**config.mk**
```make
export PLATFORM = sky130hd
export DESIGN_NAME = trap_entry_ctrl
export DESIGN_NICKNAME = d
export VERILOG_FILES = /design/src/rtl/trap_pkg.sv /design/src/rtl/trap_arbiter.sv /design/src/rtl/trap_vector_gen.sv /design/src/rtl/trap_sr_file.sv /design/src/rtl/trap_entry_ctrl.sv
export SDC_FILE = /design/constraint.sdc
export NUM_CORES = 1
export LEC_CHECK = 0
export ABC_AREA = 1
export ABC_CLOCK_PERIOD_IN_PS = 1600
export BUFFER_PORTS_ARGS = -buffer_cell sky130_fd_sc_hd__buf_2
export CORE_UTILIZATION = 48
export CTS_BUF_LIST = sky130_fd_sc_hd__clkbuf_8
export CTS_CLUSTER_DIAMETER = 200
export CTS_CLUSTER_SIZE = 12
export DETAILED_ROUTE_END_ITERATION = 16
export PLACE_DENSITY = 0.86
export SYNTH_ARGS = -nofsm -noshare
export SYNTH_HDL_FRONTEND = slang
export SYNTH_SLANG_ARGS = --single-unit
```
**constraint.sdc**
```tcl
create_clock -name clk -period 1.6 [get_ports clk]
set_input_delay 0.16 -clock clk [delete_from_list [all_inputs] [get_ports clk]]
set_output_delay 0.16 -clock clk [all_outputs]
set_load 0.05 [all_outputs]
```
**src/rtl/trap_pkg.sv**
```systemverilog
package trap_pkg;

   localparam int unsigned IDX_W = 4;

   localparam logic [IDX_W-1:0] IDX_RESET = 4'd0;
   localparam logic [IDX_W-1:0] IDX_BUS   = 4'd1;
   localparam logic [IDX_W-1:0] IDX_MMU   = 4'd4;
   localparam logic [IDX_W-1:0] IDX_IRQ0  = 4'd8;

   typedef enum logic [1:0] {
      SR_TPC = 2'd0,
      SR_TSV = 2'd1,
      SR_TMA = 2'd2,
      SR_PSW = 2'd3
   } sr_sel_e;

   typedef struct packed {
      logic             take;
      logic             mem_fault;
      logic [IDX_W-1:0] idx;
   } entry_t;

endpackage

```
**src/rtl/trap_arbiter.sv**
```systemverilog
module trap_arbiter
   import trap_pkg::*;
#(
   parameter int unsigned NUM_TRAP = 5,
   parameter int unsigned NUM_IRQ  = 8
) (
   input  logic                boot_pend,
   input  logic [NUM_TRAP-1:0] trap_req,
   input  logic [NUM_IRQ-1:0]  irq,
   input  logic                insn_done,
   input  logic [2:0]          level3,
   output entry_t              entry,
   output logic [NUM_IRQ-1:0]  irq_ack
);

   localparam int unsigned IRQ_IW = (NUM_IRQ > 1) ? $clog2(NUM_IRQ) : 1;

   logic [NUM_IRQ-1:0] irq_en;
   logic [NUM_IRQ-1:0] irq_live;
   logic [IDX_W-1:0]   trap_idx;
   logic [IRQ_IW-1:0]  irq_n;

   // per-line enable against the level field
   for (genvar g = 0; g < NUM_IRQ; g++) begin : g_en
      if (g == 0) begin : g_nmi
         assign irq_en[g] = 1'b1;
      end else begin : g_mask
         assign irq_en[g] = (3'(g) <= level3);
      end
   end

   assign irq_live = irq & irq_en & {NUM_IRQ{insn_done}};

   // lowest set bit wins in both encoders
   always_comb begin
      trap_idx = IDX_RESET;
      for (int i = NUM_TRAP - 1; i >= 0; i--) begin
         if (trap_req[i]) trap_idx = IDX_W'(i + 1);
      end
   end

   always_comb begin
      irq_n = '0;
      for (int i = NUM_IRQ - 1; i >= 0; i--) begin
         if (irq_live[i]) irq_n = IRQ_IW'(i);
      end
   end

   always_comb begin
      entry   = '0;
      irq_ack = '0;
      if (boot_pend) begin
         entry.take = 1'b1;
         entry.idx  = IDX_RESET;
      end else if (|trap_req) begin
         entry.take      = 1'b1;
         entry.idx       = trap_idx;
         entry.mem_fault = (trap_idx == IDX_BUS) || (trap_idx == IDX_MMU);
      end else if (|irq_live) begin
         entry.take     = 1'b1;
         entry.idx      = IDX_IRQ0 + IDX_W'(irq_n);
         irq_ack[irq_n] = 1'b1;
      end
   end

endmodule

```
**src/rtl/trap_vector_gen.sv**
```systemverilog
module trap_vector_gen #(
   parameter int unsigned     XLEN       = 32,
   parameter logic [XLEN-1:0] VEC_BASE   = '0,
   parameter int unsigned     SLOT_SHIFT = 4
) (
   input  logic [3:0]      idx,
   output logic [XLEN-1:0] vector
);

   localparam int unsigned SPAN_W  = SLOT_SHIFT + 4;
   localparam bit          ALIGNED = (VEC_BASE[SPAN_W-1:0] == '0);

   if (ALIGNED) begin : g_concat
      assign vector = {VEC_BASE[XLEN-1:SPAN_W], idx, {SLOT_SHIFT{1'b0}}};
   end else begin : g_add
      assign vector = VEC_BASE + (XLEN'(idx) << SLOT_SHIFT);
   end

endmodule

```
**src/rtl/trap_sr_file.sv**
```systemverilog
module trap_sr_file
   import trap_pkg::*;
#(
   parameter int unsigned XLEN  = 32,
   parameter int unsigned LVL_W = 4,
   parameter int unsigned FC_W  = 2
) (
   input  logic              clk,
   input  logic              rst_n,
   input  logic              ent_take,
   input  logic              ent_mem,
   input  logic [XLEN-1:0]   pc,
   input  logic [XLEN-FC_W-1:0] fault_hi,
   input  logic [FC_W-1:0]   fault_cause,
   input  logic              rtt,
   input  logic              sr_we,
   input  logic [1:0]        sr_sel,
   input  logic [XLEN-1:0]   sr_wdata,
   output logic [XLEN-1:0]   sr_rdata,
   output logic [XLEN-1:0]   tpc,
   output logic [XLEN-1:0]   tsv,
   output logic [LVL_W-1:0]  level,
   output logic [LVL_W-1:0]  prior
);

   localparam int unsigned PAD_W = XLEN - 2 * LVL_W;

   logic [XLEN-1:0]  tpc_q, tsv_q, tma_q;
   logic [LVL_W-1:0] lvl_q, pri_q;
   sr_sel_e          sel;

   assign sel = sr_sel_e'(sr_sel);

   // later assignments win: software, then return, then entry
   always_ff @(posedge clk or negedge rst_n) begin
      if (!rst_n) begin
         tpc_q <= '0;
         tsv_q <= '0;
         tma_q <= '0;
         lvl_q <= '0;
         pri_q <= '0;
      end else begin
         if (sr_we) begin
            unique case (sel)
               SR_TPC: tpc_q <= sr_wdata;
               SR_TSV: tsv_q <= sr_wdata;
               SR_TMA: tma_q <= sr_wdata;
               SR_PSW: begin
                  lvl_q <= sr_wdata[LVL_W-1:0];
                  pri_q <= sr_wdata[2*LVL_W-1:LVL_W];
               end
               default: ;
            endcase
         end
         if (rtt && !ent_take) begin
            lvl_q <= pri_q;
         end
         if (ent_take) begin
            tpc_q <= pc;
            pri_q <= lvl_q;
            lvl_q <= '0;
            if (ent_mem) tma_q <= {fault_hi, fault_cause};
         end
      end
   end

   always_comb begin
      unique case (sel)
         SR_TPC:  sr_rdata = tpc_q;
         SR_TSV:  sr_rdata = tsv_q;
         SR_TMA:  sr_rdata = tma_q;
         SR_PSW:  sr_rdata = {{PAD_W{1'b0}}, pri_q, lvl_q};
         default: sr_rdata = '0;
      endcase
   end

   assign tpc   = tpc_q;
   assign tsv   = tsv_q;
   assign level = lvl_q;
   assign prior = pri_q;

endmodule

```
**src/rtl/trap_entry_ctrl.sv**
```systemverilog
module trap_entry_ctrl
   import trap_pkg::*;
#(
   parameter int unsigned     XLEN       = 32,
   parameter int unsigned     NUM_TRAP   = 5,
   parameter int unsigned     NUM_IRQ    = 8,
   parameter int unsigned     LVL_W      = 4,
   parameter int unsigned     FC_W       = 2,
   parameter int unsigned     SLOT_SHIFT = 4,
   parameter logic [XLEN-1:0] VEC_BASE   = '0
) (
   input  logic                clk,
   input  logic                rst_n,
   input  logic [NUM_TRAP-1:0] trap_req_i,
   input  logic [NUM_IRQ-1:0]  irq_i,
   input  logic                insn_done_i,
   input  logic [XLEN-1:0]     pc_i,
   input  logic [XLEN-1:0]     fault_addr_i,
   input  logic [FC_W-1:0]     fault_cause_i,
   input  logic                rtt_i,
   input  logic                sr_we_i,
   input  logic [1:0]          sr_sel_i,
   input  logic [XLEN-1:0]     sr_wdata_i,
   output logic [XLEN-1:0]     sr_rdata_o,
   output logic                take_o,
   output logic [IDX_W-1:0]    cause_o,
   output logic [NUM_IRQ-1:0]  irq_ack_o,
   output logic                redirect_valid_o,
   output logic [XLEN-1:0]     redirect_pc_o,
   output logic [LVL_W-1:0]    psw_level_o,
   output logic [LVL_W-1:0]    psw_prior_o
);

   // elaboration-time parameter checks
   if (NUM_TRAP < 1 || NUM_TRAP > 7) begin : g_bad_trap
      $error("NUM_TRAP must lie in 1..7");
   end
   if (NUM_IRQ < 2 || NUM_IRQ > 8) begin : g_bad_irq
      $error("NUM_IRQ must lie in 2..8");
   end
   if (LVL_W < 3 || 2 * LVL_W >= XLEN) begin : g_bad_lvl
      $error("LVL_W must be at least 3 and fit twice in XLEN");
   end
   if (FC_W < 1 || FC_W >= XLEN) begin : g_bad_fc
      $error("FC_W out of range");
   end
   if (SLOT_SHIFT < 2 || SLOT_SHIFT + 4 > XLEN) begin : g_bad_slot
      $error("SLOT_SHIFT out of range");
   end

   logic             boot_pend;
   entry_t           entry;
   logic [XLEN-1:0]  vector;
   logic [XLEN-1:0]  tpc_w, tsv_w;
   logic [LVL_W-1:0] lvl_w, pri_w;

   always_ff @(posedge clk or negedge rst_n) begin
      if (!rst_n)         boot_pend <= 1'b1;
      else if (boot_pend) boot_pend <= 1'b0;
   end

   trap_arbiter #(
      .NUM_TRAP (NUM_TRAP),
      .NUM_IRQ  (NUM_IRQ)
   ) u_arb (
      .boot_pend (boot_pend),
      .trap_req  (trap_req_i),
      .irq       (irq_i),
      .insn_done (insn_done_i),
      .level3    (lvl_w[2:0]),
      .entry     (entry),
      .irq_ack   (irq_ack_o)
   );

   trap_vector_gen #(
      .XLEN       (XLEN),
      .VEC_BASE   (VEC_BASE),
      .SLOT_SHIFT (SLOT_SHIFT)
   ) u_vec (
      .idx    (entry.idx),
      .vector (vector)
   );

   trap_sr_file #(
      .XLEN  (XLEN),
      .LVL_W (LVL_W),
      .FC_W  (FC_W)
   ) u_sr (
      .clk         (clk),
      .rst_n       (rst_n),
      .ent_take    (entry.take),
      .ent_mem     (entry.mem_fault),
      .pc          (pc_i),
      .fault_hi    (fault_addr_i[XLEN-1:FC_W]),
      .fault_cause (fault_cause_i),
      .rtt         (rtt_i),
      .sr_we       (sr_we_i),
      .sr_sel      (sr_sel_i),
      .sr_wdata    (sr_wdata_i),
      .sr_rdata    (sr_rdata_o),
      .tpc         (tpc_w),
      .tsv         (tsv_w),
      .level       (lvl_w),
      .prior       (pri_w)
   );

   assign take_o           = entry.take;
   assign cause_o          = entry.idx;
   assign redirect_valid_o = entry.take | rtt_i;
   assign redirect_pc_o    = entry.take ? vector : tpc_w;
   assign psw_level_o      = lvl_w;
   assign psw_prior_o      = pri_w;

endmodule

```
Yosys cells after proc, flatten, opt, wreduce, memory -nomap -nowiden:

Cells that the tools add are included.

* word-level logic and storage cells: 82
* bits of input ports: 118
* flip-flop bits (word level): 105

* mux-type cells: 42
* order comparisons: 9
* reductions and logical operators: 16
* bitwise operators: 3
* equality and inequality tests: 5
* add/subtract/negate cells: 1

Operators with widths (number)
* 32-bit 2-to-1 mux: 8
* 32-bit one-hot mux with 4 select lines: 1
* 4-bit 2-to-1 mux: 14
* 3-bit 2-to-1 mux: 9
* 8-bit 2-to-1 mux: 3
* 8-bit bitwise AND: 2
* 3-bit less-or-equal comparator, first input constant: 4
* 2-bit AND reduction: 4
* 8-bit OR reduction: 1
* 2-bit by 3-bit less-or-equal comparator with 1-bit output, first input constant: 2
* 1-bit 2-to-1 mux: 6
* 2-bit nonzero test: 3
* 3-bit nonzero test: 2
* 5-bit OR reduction: 1
* 4-bit by 3-bit adder with 4-bit output, first input constant: 1
* 2-bit equality test, second input constant: 2
* 4-bit by 1-bit equality test with 1-bit output, second input constant: 1
* 4-bit by 3-bit equality test with 1-bit output, second input constant: 1
* 3-bit by 4-bit less-than comparator with 1-bit output, second input constant: 1
* 1-bit demux with 3-bit select: 1
* 3-bit by 1-bit >= comparator with 1-bit output, second input constant: 1
* 1-bit by 3-bit less-or-equal comparator with 1-bit output, first input constant: 1
* 2-bit by 1-bit equality test with 1-bit output, second input constant: 1
* 1-bit logical AND: 2
* other kinds (4): 4

Logic depth before layout (Yosys ltp):

Gate-level depths: netlist of the first run.

* depth in word-level cells: 18
* depth in mapped cells: 14

Hierarchy:

Synthesis of the first run repeated with hierarchy kept, for this count alone.

* cells, all modules: 1002
* area total of the unflattened synthesis: 6613.8 µm²

By module, submodules not included
* trap_sr_file: sequential area each 2602.5 µm², area an instance 5562.8 µm², cells an instance 785, instances 1
* trap_entry_ctrl: sequential area each 26.3 µm², area an instance 470.5 µm², cells an instance 107, instances 1
* trap_arbiter: sequential area each 0.0 µm², area an instance 336.6 µm², cells an instance 77, instances 1
* trap_vector_gen: sequential area each 0.0 µm², area an instance 244.0 µm², cells an instance 33, instances 1

Worst setup path after synthesis of the first run:

Ideal clock, no wire load.

* kind: reg2out
* from: register u_sr.lvl_q[1], in the netlist u_sr.level[1]
* to: output port irq_ack_o[0]
* setup slack: -1353 ps
* cell stages (with the launch flop): 11
* arrival: 2793 ps
* path through: dfrtp_1 -> inv_1 -> nand2_1 -> nand2_1 -> nand2_2 -> inv_2 -> nand2_2 -> nor2_8 -> nor2_1 -> nand2_1 -> nor2_1

* cells in the longest elaborated chain, start to end: 18
* elaborated cells between the ends (all ways): 26
* those cells by class: order compare: 9; mux: 13; bitwise: 2; reduce/logical: 2

RTL lines
* from (decl): line trap_sr_file.sv:29 `logic [LVL_W-1:0] lvl_q, pri_q;`
* from (signal assigned): line trap_sr_file.sv:49 `lvl_q <= sr_wdata[LVL_W-1:0];`
* from (signal assigned): line trap_sr_file.sv:56 `lvl_q <= pri_q;`
* 3-bit less-or-equal comparator: line trap_arbiter.sv:28 `assign irq_en[g] = (3'(g) <= level3);`
* 8-bit bitwise AND * (2 in a row): line trap_arbiter.sv:32 `assign irq_live = irq & irq_en & {NUM_IRQ{insn_done}};`
* 3-bit 2-to-1 mux (8 in a row): line trap_arbiter.sv:45 `if (irq_live[i]) irq_n = IRQ_IW'(i);`
* 3-bit by 4-bit less-than comparator with 1-bit output (implied by the code) / 3-bit by 1-bit >= comparator with 1-bit output (equally long branches): line trap_arbiter.sv:62 `irq_ack[irq_n] = 1'b1;`
* 1-bit logical AND (implied by the code): line trap_arbiter.sv:62
* 1-bit 2-to-1 mux (implied by the code): line trap_arbiter.sv:62
* 1-bit demux with 3-bit select
* 8-bit 2-to-1 mux *: line trap_arbiter.sv:59 `end else if (|irq_live) begin`
* 8-bit 2-to-1 mux *: line trap_arbiter.sv:55 `end else if (|trap_req) begin`
* 8-bit 2-to-1 mux *: line trap_arbiter.sv:52 `if (boot_pend) begin`
* to (decl): line trap_entry_ctrl.sv:27 `output logic [NUM_IRQ-1:0] irq_ack_o,`

Mark *: on every way between the ends. The rest lies on a longest branch, timed or not.

Worst setup path after layout of the first run:

* from: register u_sr.lvl_q[1], in the netlist u_sr.level[1]
* to: output port irq_ack_o[3]

The elaborated chain is that of the path after synthesis.

==> summary.md, run 1 <==
| Metric | Value |
|---|---|
| Drt total wl | `23.5 mm` |
| Synth warn | `0` |
| H-tree Lvls | `3` |
| Status | `finished with violations` |
| CP endpoint kind | `primary output` |
| Placed Instances | `1197` |
| Die width | `114 um` |
| Core Region | `0.0122 mm2` |
| Seq pwr share | `45.7%` |
| GR Util All Layers | `33.4%` |
| Worst Hold Class | `in -> reg` |
| Seq cells post-synth | `105` |
| Sink Count | `105` |
| GRT overflow | `0` |
| Clock Tree Buf Depth | `2` |
| Number of synthesized flops with an enable pin | `0` |
| Failing checks | `negative setup slack` |
| Layout Cells excl Fill | `1254` |
| Nets | `1200` |
| CTS buffer count | `9` |
| Met1 Track Usage GR | `38.6%` |
| Placed cell area | `0.00798 mm2` |
| Top cell by count, worst path | `nand2_1` |
| Vias in the first global route | `6907` |
| Period Utilization, post-route | `152%` |
| Worst path top cell family by delay | `simple AND/OR/NAND/NOR gates` |
| Crit Path Class | `reg -> out` |
| Worst reg2reg path depth | `12` |
| Final hold violations | `0` |
| Minimum clock period | `2.43 ns` |
| Buffers on Ports | `201` |
| Internal power | `4520 uW` |
| Sw frac | `35.0%` |
| Synth Instances | `811` |
| Final worst slack | `-0.833 ns` |
| Max Fclk | `411 MHz` |
| Clk pwr share | `25.2%` |
| Die Y-Extent | `114 um` |
| Slew Viols, Final | `0` |
| Vias per cell | `5.66` |
| Largest stage delay on the critical path | `0.48 ns` |
| Routed vias | `7100` |
| Avg Synthesized Cell Area | `7.49 um2` |
| Drt wl/cell | `18.7 um` |
| GP Congestion | `0.878` |
| Post-DP HPWL | `13.6 mm` |
| Clk pin slew, worst setup/hold paths | `0.10 ns` |
| Hold depth | `3` |
| # diodes | `0` |
| Initial DRC Count | `650` |
| VDD IR max | `0.659 mV` |
| GR peak layer | `met2` |
| Top_reg_cell synth | `dfrtp_1` |
| # IOs | `204` |
| First-pass GRT wire length | `33.4 mm` |
| Critical path required time | `1.44 ns` |
| Cell Area, Synth | `0.00607 mm2` |
| Synth async-reset ratio | `100%` |
| Final setup fails | `92` |
| Place WS | `-0.326 ns` |
| Grt met2 use | `58.1%` |
| Syn Nets | `929` |
| Worst-Skew Late Latency | `0.39 ns` |
| Critical Path Fanout Max | `8` |
| Syn-to-layout area delta | `53.8%` |
| Drt pass-1 iters | `5` |
| Antenna violations before repair | `0` |
| Layout Cell Area excl Fill | `0.00934 mm2` |
| Distinct cells, synth | `29` |
| Final Skew | `0.0109 ns` |
| Layout cell share with drive strength beyond 1 | `42.4%` |
| Core Rows | `40` |
| Sequential element share of the synthesized area | `43.3%` |
| WP buf/inv | `4` |
| Net switching power figure | `2430 uW` |
| CTS tree | `built` |
| Critical path's slowest cell | `dfrtp_2` |
| Die area | `0.0131 mm2` |
| Worst setup SP type | `flop` |
| RSZ-0062 raised after global routing | `true` |
| Post-route ant nets | `0` |
| Worst-path cell chain | `nor2_2, nor2_2, buf_4, inv_2, nand2_1, nand2_1, nand2_1, nand2_2, nand2_2, nand2_4, buf_4, nor3_4, buf_6` |
| Pwr/cell area | `744 mW/mm2` |
| Critical Path Stages | `13` |
| GRT met3 Usage | `7.73%` |
| Root buf cell | `clkbuf_8` |
| Residual DRC | `0` |
| Critical Path AT | `2.27 ns` |
| Leak | `0.00465 uW` |
| Largest net degree at the start of global routing | `37` |
| Total power | `6950 uW` |
| Initial Utilization | `49.9%` |
| Logic pwr share | `29.1%` |
| Max_cap viols | `0` |
## routing by layer
layer | up-vias | wire length (um)
met5 | - | 0
met4 | 0 | 1350
met3 | 133 | 2100
met2 | 496 | 11500
met1 | 3342 | 8520
li1 | 3129 | -
## synthesized netlist by cell type (2+ instances only)
master	count	area share (%)
a21oi_1	10	0.82
a221oi_1	2	0.29
a22oi_1	2	0.25
buf_2	7	0.58
buf_6	7	1.3
clkbuf_1	26	1.6
dfrtp_1	104	43
inv_1	122	7.5
inv_2	7	0.43
mux2_2	28	5.2
nand2_1	182	11
nand2_2	3	0.31
nand3_1	19	1.6
nand4_1	4	0.41
nor2_1	116	7.2
nor2_2	12	1.2
nor2_4	10	1.9
nor3_1	3	0.25
o2111ai_1	4	0.58
o211ai_1	30	3.7
o21ai_0	49	4.0
o21ai_1	26	2.1
o22ai_1	32	3.3
## worst min-delay path, stage by stage
cell and delay (ns):
buf_2 0.08, nand2_1 0.06, nand3_1 0.08
## power by group through the flow
stage	registers, uW	logic, uW	clock network [uW]
after floorplan	3160	1160	0
after global routing	3210	2140	1870
after CTS	3150	1860	1760
after global placement	3180	1700	0
after detailed placement	3190	1740	0
final	3170	2020	1750
## flip-flops by register name, indices dropped and copies added (netlist names)
register and flops:
u_sr.tsv 32, u_sr.prior 4, u_sr.tma_q 32, u_sr.tpc 32, boot_pend 1, u_sr.level 4
## logic make-up (layout without fill, tap and decap cells)
family          after synthesis  count (layout)  synth area share [%]
simple gates                351             351                  24.6
mux                          28              28                  5.19
compound gates              157             157                  15.4
buf+inv                     169             444                  11.5
flops                       105             105                  43.3
other cells                   1               1                0.0618
## through the flow
stage	setup TNS [ns]	utilization, %	hold slack (ns)
floorplan	-24.05	-	-0.136
global placement	-14.06	65.6	0.118
detailed placement	-20.76	65.6	0.123
CTS	-35.73	72.7	0.000944
global route	-58.41	76.8	0.00283
finish	-48.46	76.8	0.0176
## final timing paths
check,start,end,slack (ns)
worst max-delay path,u_sr.level[1]$_DFFE_PN0P_,irq_ack_o[3],-0.83
worst min-delay path,pc_i[4],u_sr.tpc[4]$_DFFE_PN0P_,0.02
worst max register to register,u_sr.level[0]$_DFFE_PN0P_,u_sr.tpc[26]$_DFFE_PN0P_,-0.51
worst min register to register,u_sr.tpc[5]$_DFFE_PN0P_,u_sr.tpc[5]$_DFFE_PN0P_,0.51
max in group asynchronous,rst_n,boot_pend$_DFF_PN1_,0.78
min in group asynchronous,rst_n,u_sr.tpc[25]$_DFFE_PN0P_,0.23
## layout by cell type (no fill, tap or decap), types with 29 or more instances in the layout
cell      count
nor2_4       43
buf_2       146
o21ai_1      29
inv_1       114
o211ai_1     30
o21ai_0      31
nor2_1       81
buf_4        57
dfrtp_1     100
o22ai_1      30
nand2_1     164
buf_6        52
## area by class of cell
type / count / area, um2
clock inverter: 5 / 65.1
sequential: 105 / 2630
tap: 168 / 210
multi-input combinational: 537 / 3330
timing repair buffer: 300 / 2470
inverter: 129 / 494
fill: 811 / 2820
clock buffer: 10 / 138
## timing repair
item	in CTS	in global routing
cloned	2	6
buffers inserted	8	12
endpoints found under the hold margin	41	0
setup endpoints to repair	92	126
pin swaps	12	25
resized for setup	133	76
hold buffers	16	0
Power figures use the tool's default switching activity.
==> inputs of run 2 (changes only) <==
==> constraint.sdc (replaced) <==
create_clock -name clk -period 1.6 [get_ports clk]
set_input_delay 0.32 -clock clk [delete_from_list [all_inputs] [get_ports clk]]
set_output_delay 0.32 -clock clk [all_outputs]
set_load 0.05 [all_outputs]
==> run 2 against run 1 <==
The run still ends with negative setup slack left. Clock skew is 0.0090 ns higher. Final cell count is 2.5% higher. Register-to-register slack got worse by 0.31 ns. Clock power is 7% lower. Non-clock buffer count rose by 29. Design area up 8.7%. Critical path type unchanged. Critical endpoint is now cause_o[2].
==> summary.md, run 2 (same netlist as run 1, synthesis figures left out) <==
| Metric | Value |
|---|---|
| Drt pass-1 iters | `8 (+3)` |
| Final hold violations | `0 (unchanged)` |
| Leak | `0.00499 uW (+7.4%)` |
| CTS tree | `built` |
| Die width | `114 um (unchanged)` |
| Core Region | `0.0122 mm2 (unchanged)` |
| Placed cell area | `0.00821 mm2 (+2.9%)` |
| Die area | `0.0131 mm2 (unchanged)` |
| Critical path's slowest cell | `dfrtp_2` |
| Buffers on Ports | `201 (unchanged)` |
| Clk pin slew, worst setup/hold paths | `0.10 ns (about the same)` |
| Most common cell after layout, fill and taps aside | `nand2_1` |
| Critical R2R Launch | `u_sr.level[1]$_DFFE_PN0P_` |
| Place WS | `-0.500 ns (-0.174 ns)` |
| Failing checks | `negative setup slack` |
| Worst setup SP type | `flop` |
| Final Skew | `0.0200 ns (+0.00904 ns)` |
| Post-DP HPWL | `13.6 mm (-0.32%)` |
| VDD IR max | `0.460 mV (-30%)` |
| Critical path required time | `1.28 ns (-0.16 ns)` |
| Register area | `0.00263 mm2 (unchanged)` |
| Status | `finished with violations` |
| Drt total wl | `28.3 mm (+21%)` |
| Period Utilization, post-route | `170% (+18 points)` |
| Layout Cell Area excl Fill | `0.0101 mm2 (+8.7%)` |
| Worst Hold Class | `in -> reg` |
| Routed vias | `7706 (+8.5%)` |
| Core Rows | `40 (unchanged)` |
| Fin Hold WS | `0.145 ns (+0.127 ns)` |
| GRT overflow | `0 (unchanged)` |
| H-tree Lvls | `3 (unchanged)` |
| Worst r2r dst | `u_sr.prior[3]$_DFFE_PN0P_` |
| Critical Path AT | `2.41 ns (+0.14 ns)` |
| Die Y-Extent | `114 um (unchanged)` |
| CP endpoint kind | `primary output` |
| First-pass GRT wire length | `33.7 mm (+1.0%)` |
| Placed Instances | `1215 (+1.5%)` |
| Nets | `1229 (+2.4%)` |
| Crit Path Class | `reg -> out` |
| Syn-to-layout area delta | `67.2%` |
| Layout Cells excl Fill | `1285 (+2.5%)` |
| Post-route ant nets | `0 (unchanged)` |
| GP Congestion | `0.896 (+2.0%)` |
| Sink Count | `105 (unchanged)` |
| # IOs | `204 (unchanged)` |
| Max_cap viols | `0 (unchanged)` |
| End of the critical path | `cause_o[2]` |
| Pwr/cell area | `717 mW/mm2 (-3.6%)` |
| R2R Setup Slk | `-0.82 ns (-0.31 ns)` |
| Initial Utilization | `49.9% (unchanged)` |
| Initial DRC Count | `1041 (+60%)` |
| Critical Path Stages | `10 (-3)` |
| WP buf/inv | `3 (-1)` |
| Critical Path Fanout Max | `7 (-1)` |
| RSZ-0062 raised after global routing | `true` |
| Area of the multi-input gates | `0.00362 mm2 (+8.9%)` |
| Commonest cells after routing, fill and taps aside | `nand2_1, buf_2, inv_1` |
| Worst-Skew Late Latency | `0.39 ns (about the same)` |
| Drt wl/cell | `22.0 um (+18%)` |
| Worst path top cell family by delay | `simple AND/OR/NAND/NOR gates` |
| Layout cell share with drive strength beyond 1 | `50.6% (+8.3 points)` |
| Final worst slack | `-1.13 ns (-0.295 ns)` |
| Fill cells | `617 (-24%)` |
| Critical path startpoint | `u_sr.level[1]$_DFFE_PN0P_` |
| Minimum clock period | `2.73 ns (+0.295 ns)` |
| Vias per cell | `6.00 (+5.9%)` |
| Vias in the first global route | `6777 (-1.9%)` |
| Largest net degree at the start of global routing | `43 (+16%)` |
| CTS buffer count | `9 (unchanged)` |
| Slew Viols, Final | `0 (unchanged)` |
| Root buf cell | `clkbuf_8` |
| Final setup fails | `150 (+63%)` |
| Residual DRC | `0 (unchanged)` |
| Worst reg2reg path depth | `13 (+1)` |
| Clock Tree Buf Depth | `2 (unchanged)` |
| Worst-path cell chain | `nand3_2, nor2_4, nor2_4, nand2_4, buf_4, nand2_4, nand2_1, nand2_2, clkinvlp_4, buf_6` |
| TNS Setup | `-78.82 ns (-30.36 ns)` |
| Largest stage delay on the critical path | `0.51 ns (+0.03 ns)` |
| Max Fclk | `367 MHz (-11%)` |
| GR Util All Layers | `33.5% (+0.050 points)` |
| Antenna violations before repair | `3 (+3)` |
[run 2: repair_timing]
action                                 4_1_cts  5_1_grt
setup endpoints to repair                  122      150
pin swaps                                   16       56
buffers inserted                            13       32
hold buffers                                 1        0
resized for setup                          173      177
endpoints found under the hold margin       25        0
gates cloned                                 6        7
[run 2: metrics by stage]
step	utilization, %	total power (uW)
finish	83.5	7280
global route	83.4	7520
CTS	75.4	6740
detailed placement	67.5	4980
global placement	67.5	4910
floorplan	-	4340
[run 2: how the worst min path moves through the flow]
stage	from	to	depth (start not counted)
4_1_cts	pc_i[8]	u_sr.tpc[8]$_DFFE_PN0P_	3
6_report	pc_i[9]	u_sr.tpc[9]$_DFFE_PN0P_	3
2_1_floorplan	rst_n	u_sr.level[0]$_DFFE_PN0P_	0
3_3_place_gp	rst_n	u_sr.tpc[6]$_DFFE_PN0P_	1
5_1_grt	pc_i[9]	u_sr.tpc[9]$_DFFE_PN0P_	3
3_5_place_dp	rst_n	u_sr.tpc[6]$_DFFE_PN0P_	1
[run 2: cell type report]
type | count | share of cell area (%)
clock inverter | 5 | 0.321
multi-input combinational | 537 | 35.7
sequential | 105 | 25.9
tap | 168 | 2.07
inverter | 129 | 4.97
clock buffer | 11 | 1.49
timing repair buffer | 329 | 29.5
antenna | 1 | 0.0247
[run 2: power by group]
part,total (uW),switching [uW],internal (uW)
clock network,1630,986,649
registers,3210,222,2990
logic,2430,1450,980
[run 2: worst register-to-register path, delay by kind of cell, from the launching register on]
family,cells,cell delay [ns]
and+or+nand+nor,8,1.13
DFF,1,0.51
AOI/OAI and AO/OA,1,0.11
buffers and inverters,4,0.59
[run 2: per-layer routing]
metal	vias up	track usage [%]	part of all wire, %
li1	3189	-	-
met1	3593	41.0	33
met2	681	57.2	47
met3	239	5.13	12
met4	4	17.5	7.7
met5	-	0	0.22
==> inputs of run 3 (changes only) <==
Settings changed: PLACE_DENSITY 0.86 to 0.78.
==> run 3 against run 2 <==
The flow still finishes with violations (negative setup slack). Critical endpoint is now irq_ack_o[2]. Combinational power shrank 12%. Sequential share of layout area is 1.1 points higher. Die area unchanged.
==> summary.md, run 3 (same netlist as run 1, synthesis figures left out) <==
| Metric | Value |
|---|---|
| Minimum clock period | `2.47 ns (-0.253 ns)` |
| Largest net degree at the start of global routing | `42 (-2.3%)` |
| Seq pwr share | `44.3% (+0.2 points)` |
| Logic pwr share | `29.8% (-3.6 points)` |
| Clk pwr share | `25.9% (+3.4 points)` |
| Net switching power figure | `2430 uW (-8.5%)` |
| Period Utilization, post-route | `155% (-16 points)` |
| Initial Utilization | `49.9% (unchanged)` |
| GP Congestion | `0.860 (-4.0%)` |
| Worst Hold Class | `in -> reg` |
| Vias per cell | `5.56 (-7.3%)` |
| Slew Viols, Final | `0 (unchanged)` |
| Antenna violations before repair | `1 (-2)` |
| Die area | `0.0131 mm2 (unchanged)` |
| Drt wl/cell | `18.6 um (-16%)` |
| Core Rows | `40 (unchanged)` |
| Most common cell after layout, fill and taps aside | `nand2_1` |
| Drt pass-1 iters | `5 (-3)` |
| CP endpoint kind | `primary output` |
| Initial DRC Count | `649 (-38%)` |
| Place WS | `-0.486 ns (+0.0144 ns)` |
| Internal power | `4740 uW (+2.7%)` |
| Root buf cell | `clkbuf_8` |
| Max_cap viols | `0 (unchanged)` |
| Final setup fails | `106 (-29%)` |
| Nets | `1216 (-1.1%)` |
| Post-DP HPWL | `13.3 mm (-2.1%)` |
| Placed cell area | `0.00819 mm2 (-0.27%)` |
| Clk pin slew, worst setup/hold paths | `0.10 ns (about the same)` |
| Status | `finished with violations` |
| Die Y-Extent | `114 um (unchanged)` |
| RSZ-0062 raised after global routing | `true` |
| Final Skew | `0.0109 ns (-0.00907 ns)` |
| Failing checks | `negative setup slack` |
| Layout cell share with drive strength beyond 1 | `47.8% (-2.8 points)` |
| Fill cells | `741 (+20%)` |
| Drt total wl | `23.7 mm (-16%)` |
| Clock Tree Buf Depth | `2 (unchanged)` |
| Routed vias | `7080 (-8.1%)` |
| Sink Count | `105 (unchanged)` |
| Critical Path Fanout Max | `8 (+1)` |
| Final worst slack | `-0.874 ns (+0.253 ns)` |
| Pwr/cell area | `738 mW/mm2 (+2.9%)` |
| Leak | `0.00482 uW (-3.3%)` |
| Final hold violations | `0 (unchanged)` |
| Commonest cells after routing, fill and taps aside | `nand2_1, buf_2, dfrtp_1` |
| CTS tree | `built` |
| Buffers on Ports | `201 (unchanged)` |
| Worst setup SP type | `flop` |
| Vias in the first global route | `6816 (+0.58%)` |
| Max Fclk | `404 MHz (+10%)` |
| GRT overflow | `0 (unchanged)` |
| Layout Cell Area excl Fill | `0.00972 mm2 (-4.2%)` |
| CTS buffer count | `9 (unchanged)` |
| Post-route ant nets | `0 (unchanged)` |
| Worst-Skew Late Latency | `0.40 ns (about the same)` |
| H-tree Lvls | `3 (unchanged)` |
| Crit Path Class | `reg -> out` |
| Core Region | `0.0122 mm2 (unchanged)` |
| Die width | `114 um (unchanged)` |
| Sw frac | `33.9% (-2.6 points)` |
| First-pass GRT wire length | `33.9 mm (+0.47%)` |
| Syn-to-layout area delta | `60.1%` |
| Critical path required time | `1.28 ns (about the same)` |
| VDD IR max | `0.721 mV (+57%)` |
| GR Util All Layers | `33.8% (+0.28 points)` |
| Residual DRC | `0 (unchanged)` |
| # IOs | `204 (unchanged)` |
| Critical Path AT | `2.15 ns (-0.26 ns)` |
==> run 3: worst max-delay path, stage by stage, from the launching register on <==
cell and delay [ns]:
dfrtp_2 0.50, nand2_1 0.11, nand2_1 0.08, nand2_2 0.09, buf_4 0.11, nand2_1 0.05, nand2_1 0.13, nand2_2 0.09
nand2_4 0.13, buf_4 0.14, nand2_4 0.06, nor2_4 0.12, buf_8 0.15
==> run 3: what timing repair did <==
item,CTS,global route
hold buffers,1,0
endpoints found under the setup margin,130,149
buffers inserted,21,22
endpoints found under the hold margin,22,0
resized for setup,200,93
gates cloned,7,2
pin swaps,20,58
==> run 3: metrics by stage <==
| step | std cells | total power (uW) | hold slack [ns] | TNS (ns) | util (%) |
|---|---|---|---|---|---|
| after CTS | 1255 | 7030 | 0.113 | -43.46 | 77.0 |
| final | 1274 | 7180 | 0.124 | -53.26 | 79.9 |
| after global placement | 1212 | 4920 | 0.263 | -37.78 | 67.4 |
| after detailed placement | 1212 | 4970 | 0.264 | -40.66 | 67.4 |
| after global routing | 1272 | 7440 | 0.113 | -61.29 | 79.9 |
| after floorplan | 811 | 4340 | 0.0244 | -37.19 | - |
==> run 3: area by class of cell <==
cell class | count | area (um2) | area share (%)
tap | 168 | 210 | 2.16
multi-input combinational | 537 | 3360 | 34.5
timing repair buffer | 316 | 2790 | 28.7
inverter | 129 | 499 | 5.14
clock buffer | 13 | 179 | 1.84
antenna | 3 | 7.51 | 0.0772
clock inverter | 3 | 46.3 | 0.476
sequential | 105 | 2630 | 27.1
==> run 3: routing by layer <==
| layer | part of all wire [%] | vias up | GRT usage [%] |
|---|---|---|---|
| met5 | 0 | - | 0 |
| met1 | 37 | 3371 | 40.0 |
| met2 | 51 | 419 | 59.5 |
| met3 | 7.8 | 110 | 6.62 |
| met4 | 4.3 | 0 | 14.5 |
| li1 | - | 3180 | - |
==> run 3: power by group through the flow <==
stage	Sequential (uW)	Combinational, uW	Clock (uW)
after global routing	3200	2270	1970
after detailed placement	3200	1780	0
after CTS	3160	2020	1850
final	3180	2140	1860
after floorplan	3160	1190	0
after global placement	3180	1750	0
==> run 3: path summary, 6_finish.rpt <==
kind	end	slack (ns)	from	cells past startpoint
hold / removal	u_sr.tpc[8]$_DFFE_PN0P_	0.12	pc_i[8]	3
min in group asynchronous	u_sr.tsv[6]$_DFFE_PN0P_	0.42	rst_n	2
setup / recovery	irq_ack_o[2]	-0.87	u_sr.level[1]$_DFFE_PN0P_	12
hold reg to reg	u_sr.tsv[5]$_DFFE_PN0P_	0.50	u_sr.tsv[5]$_DFFE_PN0P_	2
setup reg to reg	u_sr.level[3]$_DFFE_PN0P_	-0.75	u_sr.level[1]$_DFFE_PN0P_	15
max in group asynchronous	u_sr.tsv[19]$_DFFE_PN0P_	0.63	rst_n	3
